`src/rtl/pwr_pkg.sv`:
```
package pwr_pkg;
    typedef enum logic [2:0] {
        ST_RUN    = 3'd0,
        ST_DOZE   = 3'd1,
        ST_SLEEP  = 3'd2,
        ST_GRACE  = 3'd3,
        ST_WARM   = 3'd4,
        ST_STROBE = 3'd5
    } pwr_state_e;

    localparam int DOZE_BIT  = 0;
    localparam int SLEEP_BIT = 1;
endpackage

```
`src/rtl/pwr_wait_timer.sv`:
```
module pwr_wait_timer #(
    parameter int MAX_CLKS = 64
) (
    input  logic                        clk,
    input  logic                        rst_n,
    input  logic                        run,
    input  logic [$clog2(MAX_CLKS+1)-1:0] limit,
    output logic                        expire
);
    localparam int CW = $clog2(MAX_CLKS + 1);

    logic [CW-1:0] cnt_q;

    always_ff @(posedge clk or negedge rst_n) begin
        if (!rst_n)
            cnt_q <= '0;
        else if (!run)
            cnt_q <= '0;
        else if (!expire)
            cnt_q <= cnt_q + 1'b1;
    end

    assign expire = run && (cnt_q == limit - 1'b1);
endmodule

```
`src/rtl/pwr_mode_reg.sv`:
```
module pwr_mode_reg (
    input  logic       clk,
    input  logic       rst_n,
    input  logic       wr_en,
    input  logic [1:0] wdata,
    input  logic       clr_doze,
    input  logic       clr_all,
    output logic [1:0] bits_q
);
    import pwr_pkg::*;

    always_ff @(posedge clk or negedge rst_n) begin
        if (!rst_n)
            bits_q <= '0;
        else if (clr_all)
            bits_q <= '0;
        else if (wr_en)
            bits_q <= wdata;
        else if (clr_doze)
            bits_q[DOZE_BIT] <= 1'b0;
    end
endmodule

```
`src/rtl/pwr_seq_fsm.sv`:
```
module pwr_seq_fsm
    import pwr_pkg::*;
(
    input  logic       clk,
    input  logic       rst_n,
    input  logic       hw_rst_req,
    input  logic       irq_pending,
    input  logic       mode_wr,
    input  logic [1:0] mode_wdata,
    input  logic       wait_done,
    output pwr_state_e state_q,
    output logic       accept_wr,
    output logic       wake_irq,
    output logic       cpu_clk_en,
    output logic       periph_clk_en,
    output logic       osc_en,
    output logic       sfr_rst,
    output logic       ram_wr_block
);
    pwr_state_e state_d;

    always_ff @(posedge clk or negedge rst_n) begin
        if (!rst_n) state_q <= ST_RUN;
        else        state_q <= state_d;
    end

    always_comb begin
        state_d   = state_q;
        accept_wr = 1'b0;
        wake_irq  = 1'b0;
        unique case (state_q)
            ST_RUN: begin
                if (hw_rst_req) begin
                    state_d = ST_STROBE;
                end else if (mode_wr) begin
                    accept_wr = 1'b1;
                    if (mode_wdata[SLEEP_BIT])     state_d = ST_SLEEP;
                    else if (mode_wdata[DOZE_BIT]) state_d = ST_DOZE;
                end
            end
            ST_DOZE: begin
                if (hw_rst_req) begin
                    state_d = ST_GRACE;
                end else if (irq_pending) begin
                    state_d  = ST_RUN;
                    wake_irq = 1'b1;
                end
            end
            ST_SLEEP:  if (hw_rst_req) state_d = ST_WARM;
            ST_GRACE:  if (wait_done)  state_d = ST_STROBE;
            ST_WARM:   if (wait_done)  state_d = ST_STROBE;
            ST_STROBE: state_d = ST_RUN;
            default:   state_d = ST_RUN;
        endcase
    end

    always_comb begin
        cpu_clk_en    = 1'b0;
        periph_clk_en = 1'b0;
        osc_en        = 1'b1;
        sfr_rst       = 1'b0;
        ram_wr_block  = 1'b0;
        unique case (state_q)
            ST_RUN:    begin cpu_clk_en = 1'b1; periph_clk_en = 1'b1; end
            ST_DOZE:   periph_clk_en = 1'b1;
            ST_SLEEP:  osc_en = 1'b0;
            ST_GRACE:  begin cpu_clk_en = 1'b1; periph_clk_en = 1'b1; ram_wr_block = 1'b1; end
            ST_WARM:   ;
            ST_STROBE: begin sfr_rst = 1'b1; ram_wr_block = 1'b1; end
            default:   ;
        endcase
    end
endmodule

```
`src/rtl/pwr_mode_ctrl.sv`:
```
module pwr_mode_ctrl #(
    parameter int MACH_CYC_CLKS = 12,
    parameter int SETTLE_CLKS   = 64
) (
    input  logic       clk,
    input  logic       rst_n,
    input  logic       hw_rst_req,
    input  logic       irq_pending,
    input  logic       mode_wr,
    input  logic [1:0] mode_wdata,
    output logic [1:0] mode_bits,
    output logic       cpu_clk_en,
    output logic       periph_clk_en,
    output logic       osc_en,
    output logic       sfr_rst,
    output logic       ram_wr_block
);
    import pwr_pkg::*;

    localparam int GRACE_CLKS = 2 * MACH_CYC_CLKS;
    localparam int MAX_CLKS   = (GRACE_CLKS > SETTLE_CLKS) ? GRACE_CLKS : SETTLE_CLKS;
    localparam int CW         = $clog2(MAX_CLKS + 1);

    pwr_state_e    state_q;
    logic          accept_wr, wake_irq, wait_done, wait_run;
    logic [CW-1:0] wait_limit;

    assign wait_run   = (state_q == ST_GRACE) || (state_q == ST_WARM);
    assign wait_limit = (state_q == ST_WARM) ? CW'(SETTLE_CLKS) : CW'(GRACE_CLKS);

    pwr_seq_fsm u_fsm (
        .clk          (clk),
        .rst_n        (rst_n),
        .hw_rst_req   (hw_rst_req),
        .irq_pending  (irq_pending),
        .mode_wr      (mode_wr),
        .mode_wdata   (mode_wdata),
        .wait_done    (wait_done),
        .state_q      (state_q),
        .accept_wr    (accept_wr),
        .wake_irq     (wake_irq),
        .cpu_clk_en   (cpu_clk_en),
        .periph_clk_en(periph_clk_en),
        .osc_en       (osc_en),
        .sfr_rst      (sfr_rst),
        .ram_wr_block (ram_wr_block)
    );

    pwr_wait_timer #(.MAX_CLKS(MAX_CLKS)) u_timer (
        .clk   (clk),
        .rst_n (rst_n),
        .run   (wait_run),
        .limit (wait_limit),
        .expire(wait_done)
    );

    pwr_mode_reg u_bits (
        .clk     (clk),
        .rst_n   (rst_n),
        .wr_en   (accept_wr),
        .wdata   (mode_wdata),
        .clr_doze(wake_irq),
        .clr_all (sfr_rst),
        .bits_q  (mode_bits)
    );
endmodule

```
`config.mk`:
```
export PLATFORM = sky130hd
export DESIGN_NAME = pwr_mode_ctrl
export DESIGN_NICKNAME = d
export VERILOG_FILES = /design/src/rtl/pwr_pkg.sv /design/src/rtl/pwr_wait_timer.sv /design/src/rtl/pwr_mode_reg.sv /design/src/rtl/pwr_seq_fsm.sv /design/src/rtl/pwr_mode_ctrl.sv
export SDC_FILE = /design/constraint.sdc
export NUM_CORES = 1
export LEC_CHECK = 0
export BUFFER_PORTS_ARGS = -buffer_cell sky130_fd_sc_hd__buf_2
export CAP_MARGIN = 10
export CORE_MARGIN = 3
export CORE_UTILIZATION = 50
export DETAILED_ROUTE_END_ITERATION = 12
export GPL_TIMING_DRIVEN = 0
export PLACE_DENSITY = 0.79
export SETUP_SLACK_MARGIN = 0.4
export SLEW_MARGIN = 10
export SYNTH_ARGS = -nofsm -noshare
export SYNTH_HDL_FRONTEND = slang
export SYNTH_HIERARCHICAL = 1
export SYNTH_SLANG_ARGS = --single-unit
```
`constraint.sdc`:
```
create_clock -name clk -period 3.1 [get_ports clk]
set_clock_uncertainty 0.05 [all_clocks]
set_input_delay 0.775 -clock clk [delete_from_list [all_inputs] [get_ports clk]]
set_output_delay 0.775 -clock clk [all_outputs]
set_load 0.1 [all_outputs]
```
Word-level counts from Yosys, hierarchy flattened --
Index checks and enable logic that the tools add are counted. Widths: inputs -> output; s select.
Operators by class: add/subtract/negate cells 2, eq/ne operators 12, multiplexer cells 27, reductions and logical operators 10
Operators by type and width (number):
- $mux 3 | 8
- $mux 7 | 3
- $mux 1 | 14
- $pmux 3 s4 | 1
- $add 7x1->7 const B | 1
- $eq 7x7->1 | 1
- $sub 7x1->7 const B | 1
- $eq 3x2->1 const B | 2
- $eq 3x3->1 const B | 2
- $ne 3x3->1 const B | 2
- $reduce_or 2->1 | 3
- $reduce_and 5->1 | 1
- $ne 2x2->1 const B | 2
- $ne 4x4->1 const B | 1
- $eq 3x1->1 const B | 1
- $logic_not 3->1 | 1
- $reduce_bool 3->1 | 1
- $reduce_or 3->1 | 1
- $mux 2 | 1
- $ne 2x1->1 const B | 1
- $reduce_bool 2->1 | 1
- $logic_and 1x1->1 | 1
- $logic_or 1x1->1 | 1
Word-level totals: register bits after elaboration 12, input port bits 7, output and inout bits 7, logic and storage cells 55

Longest topological paths before layout --
depth in word-level cells 7, gate-level depth with buffers 13, mapped depth without buffers 11

By module --
Netlist, hierarchy kept.
Modules (own cells, without submodules):
- pwr_wait_timer | instances 1, cells each 72, area an instance 626.9 um2
- pwr_seq_fsm | instances 1, cells each 45, area an instance 372.9 um2
- pwr_mode_reg | instances 1, cells each 7, area an instance 81.3 um2
- pwr_mode_ctrl | instances 1, cells each 5, area an instance 27.5 um2

Worst setup path before layout --
No wires, ideal clock.
kind reg2out, from reg u_fsm.state_q[1], to out cpu_clk_en, data arrival time 2769 ps, required time 2275 ps, slack -494 ps, stages on the path, launching flop included 4, path buffers 1, cell sequence dfrtp_1 -> buf_4 -> nor2b_1 -> nor3_1
On the way: longest elaborated chain between the ends 3
Ends and longest elaborated chain:
- from (decl) | RTL line pwr_seq_fsm.sv:11 | output pwr_state_e state_q,
- from (signal assigned) | RTL line pwr_seq_fsm.sv:24 | else state_q <= state_d;
- $eq 3x2->1 or $logic_not 3->1 (tied branches) | RTL line pwr_seq_fsm.sv:63 | unique case (state_q)
- $reduce_or 2->1 (no source line) *
- $mux 1 * | RTL line pwr_seq_fsm.sv:63
- to (decl) | RTL line pwr_mode_ctrl.sv:12 | output logic cpu_clk_en,
Mark *: on every way between the ends. The rest lies on a longest branch, timed or not.

Worst setup path in the final report --
from reg u_fsm.state_q[1], to reg u_fsm.state_q[0]
On the way: longest elaborated chain between the ends 7
Ends and longest elaborated chain:
- $eq 3x3->1 | RTL line pwr_mode_ctrl.sv:29 | assign wait_limit = (state_q == ST_WARM) ? CW'(SETTLE_CLKS) : CW'(GRACE_CLKS);
- $mux 7 | RTL line pwr_mode_ctrl.sv:29
- net wait_limit[3] | RTL line pwr_mode_ctrl.sv:26 | logic [CW-1:0] wait_limit;
- $sub 7x1->7 | RTL line pwr_wait_timer.sv:23 | assign expire = run && (cnt_q == limit - 1'b1);
- $eq 7x7->1 | RTL line pwr_wait_timer.sv:23
- $logic_and 1x1->1 | RTL line pwr_wait_timer.sv:23
- net wait_done | RTL line pwr_mode_ctrl.sv:25 | logic accept_wr, wake_irq, wait_done, wait_run;
- $ne 2x1->1 (no source line)
- $reduce_and 5->1 (no source line)
The timed path passes the listed nets, and every way through them passes these cells. A chain may end at the register's enable or synchronous reset.

==> impl_metrics.ini <==
[status]
status = finished, final reports clean

[detailed_routing]
wl_per_cell_um = 12.5
drc = 0
drt_first_iter_violations = 22
via_per_inst = 5.33
first_pass_iters = 4
wl_mm = 2.44
antenna_left = 0
vias = 1044

[clock_network]
clock_path_buffers = 2
hold_buffers = 0
numCtsBuffers = 3
cts.sinks = 12
h-tree-depth = 1
path_clk_slew_ns = 0.07
cts_tree = built
clkLatencyLatePin_ns = 0.26
root_buffer = clkbuf_4

[worst_setup_path]
reg2reg_slack_ns = 0.33
worstPathMaxFanout = 5
end_kind = flop
start_kind = flop
ff2ff_path_depth = 11
r2r-start = u_fsm/state_q[1]$_DFFE_PN0P_
crit_type = reg -> reg
required_ns = 3.20
r2r-end = u_fsm/state_q[0]$_DFFE_PN0P_
worstPathArrival_ns = 2.87

[floorplanning]
dieHeight_um = 53.1
start_util = 0.548
die_w_um = 53.1
core_area_mm2 = 0.00202
die_area_mm2 = 0.00282
io_pins = 14
core.rowCount = 16

[global_route]
grt_first_pass_wirelength_mm = 4.01
grt_max_degree = 13
antenna_found_initial = 0
grtUsageTotal = 0.189
grt_overflow = 0
grt_pass1_vias = 952

[placed_design]
io_buffers = 12
place_hpwl_mm = 1.64
place_congestion = 0.819
dp.cells = 183

[timing]
fin_crit_sh = 0.892
finalHoldViolations = 0
fmax_mhz = 361
rsz0062_at_grt = yes
tns_ns = 0
setup_viol_count_final = 0
period_needed_ns = 2.77
relSlewSlack = 0.579
worst_pin_slew_ns = 0.628
drv_slew = 0

[power_and_ir_drop]
peakVddDrop_uv = 1180
leakage_nw = 0.618
p_per_area_mw_per_mm2 = 987

[synthesis]
synthArstFlopShare = 1.00
netlist_instances = 129
ys_top_cells_by_area = dfrtp_1 (27%), xnor2_1 (4.7%), mux2i_1 (4.5%), and2_1 (2.8%), nand2b_1 (2.8%)
synth_area_mm2 = 0.00111
ys_ff_latch = 12
synth_warnings = 6
synth.top_cell.area_share = 0.271
yosys.area.top_type = dfrtp_1
synth.most_common_cell = dfrtp_1
ys_seq_area_frac = 0.271
synthTopCellsByCount = dfrtp_1 (12), nor2_1 (7), inv_1 (6), nand2_1 (6), xnor2_1 (6)
synth_cell_types = 53
syn_avg_cell_area_um2 = 8.59
synth-edff-count = 0
synth_top_flop_cell = dfrtp_1

[finish]
fin_cells = 196
fin_util = 0.710
finalNetCount = 179
fillCellCount = 154
n_antenna_cell = 0
areaGrowthSynthToFinish_pct = 29.6
drive_gt1_frac = 0.314

[job]
cap_violations = 0

[worst_hold_path]
worst_hold_path_type = in -> async
kinds of logic (layout without fill, tap and decap cells):
kind of cell,after synthesis,in the layout,share of synthesized area
AOI/OAI and AO/OA,28,28,0.193
xor gates and xnor gates,9,9,0.0711
adders and majority gates,2,2,0.0226
buffers and inverters,13,38,0.0677
DFF,12,12,0.271
muxes,5,5,0.0451
other,1,16,0.00338
and+or+nand+nor,59,59,0.326
layout by cell type (no fill, tap or decap), drive strengths merged, types with 3 or more instances in the layout:
master / count
nor3: 4
or3: 5
nor3b: 3
buf: 26
inv: 6
conb: 16
nand4: 4
o21ai: 5
nor2b: 4
mux2i: 5
and2: 5
clkbuf: 6
a21oi: 6
xor2: 3
nor2: 8
xnor2: 6
dfrtp: 12
o31ai: 3
a21boi: 3
nand2: 6
nand2b: 5
per-stage QoR:
stage                     hold slack [ns]  worst slack, ns  area (um^2)  power, mW
after CTS                           0.323            0.361         1390       1.36
after detailed placement            0.460            0.125         1290       1.17
after global routing                0.310            0.277         1440       1.50
after floorplan                     0.429            0.353         1190       1.04
final                               0.322            0.333         1440       1.42
after global placement              0.461            0.151         1290       1.15
per-layer routing:
layer	global-route usage	vias up	wire, um
li1	-	526	-
met1	0.256	490	1170
met2	0.314	26	1170
met3	0.0310	2	94
met4	0.0426	0	9
met5	0	-	0
final cells by class:
| class | count | area (um^2) | area share |
|---|---|---|---|
| multi-input cells | 119 | 860 | 0.598 |
| flip-flops and latches | 12 | 302 | 0.210 |
| repair buffers | 21 | 130 | 0.0906 |
| plain buffers | 7 | 52.6 | 0.0366 |
| clock buffers | 4 | 36.3 | 0.0253 |
| well taps | 27 | 33.8 | 0.0235 |
| inverters | 6 | 22.5 | 0.0157 |
worst max-delay path by stage:
| stage | slack (ns) | endpoint | start |
|---|---|---|---|
| floorplan | 0.35 | cpu_clk_en | u_fsm/state_q[1]$_DFFE_PN0P_ |
| global placement | 0.15 | u_fsm/state_q[1]$_DFFE_PN0P_ | u_fsm/state_q[2]$_DFFE_PN0P_ |
| global route | 0.28 | u_fsm/state_q[2]$_DFFE_PN0P_ | u_fsm/state_q[1]$_DFFE_PN0P_ |
| finish | 0.33 | u_fsm/state_q[0]$_DFFE_PN0P_ | u_fsm/state_q[1]$_DFFE_PN0P_ |
| CTS | 0.36 | u_fsm/state_q[0]$_DFFE_PN0P_ | u_fsm/state_q[1]$_DFFE_PN0P_ |
| detailed placement | 0.12 | u_fsm/state_q[1]$_DFFE_PN0P_ | u_fsm/state_q[2]$_DFFE_PN0P_ |
worst max-delay path, stage by stage (launching register included):
cell	delay (ns)
dfrtp_1	0.38
or3b_4	0.43
or3_4	0.39
o21ba_4	0.22
nor4_1	0.04
o311a_1	0.34
buf_6	0.13
and2_4	0.16
nand2b_4	0.14
o31ai_4	0.06
a22oi_2	0.09
a32o_1	0.23
registers in the layout (all words and copies together) (netlist names):
register / cells
u_fsm/state_q: 3
u_timer/cnt_q: 7
u_bits/bits_q: 2
power by group:
| part | switching (mW) | internal, mW |
|---|---|---|
| sequential | 0.0331 | 0.199 |
| combinational | 0.693 | 0.373 |
| clock | 0.0482 | 0.0712 |
| total | 0.774 | 0.644 |
timing repair:
item / CTS / global route
setup endpoints to repair: 5 / 8
pin swaps: 4 / 5
resized for setup: 3 / 7
setup buffers: 7 / 2
gates cloned: 0 / 0
No activity file was read; power rests on OpenSTA's default activity.
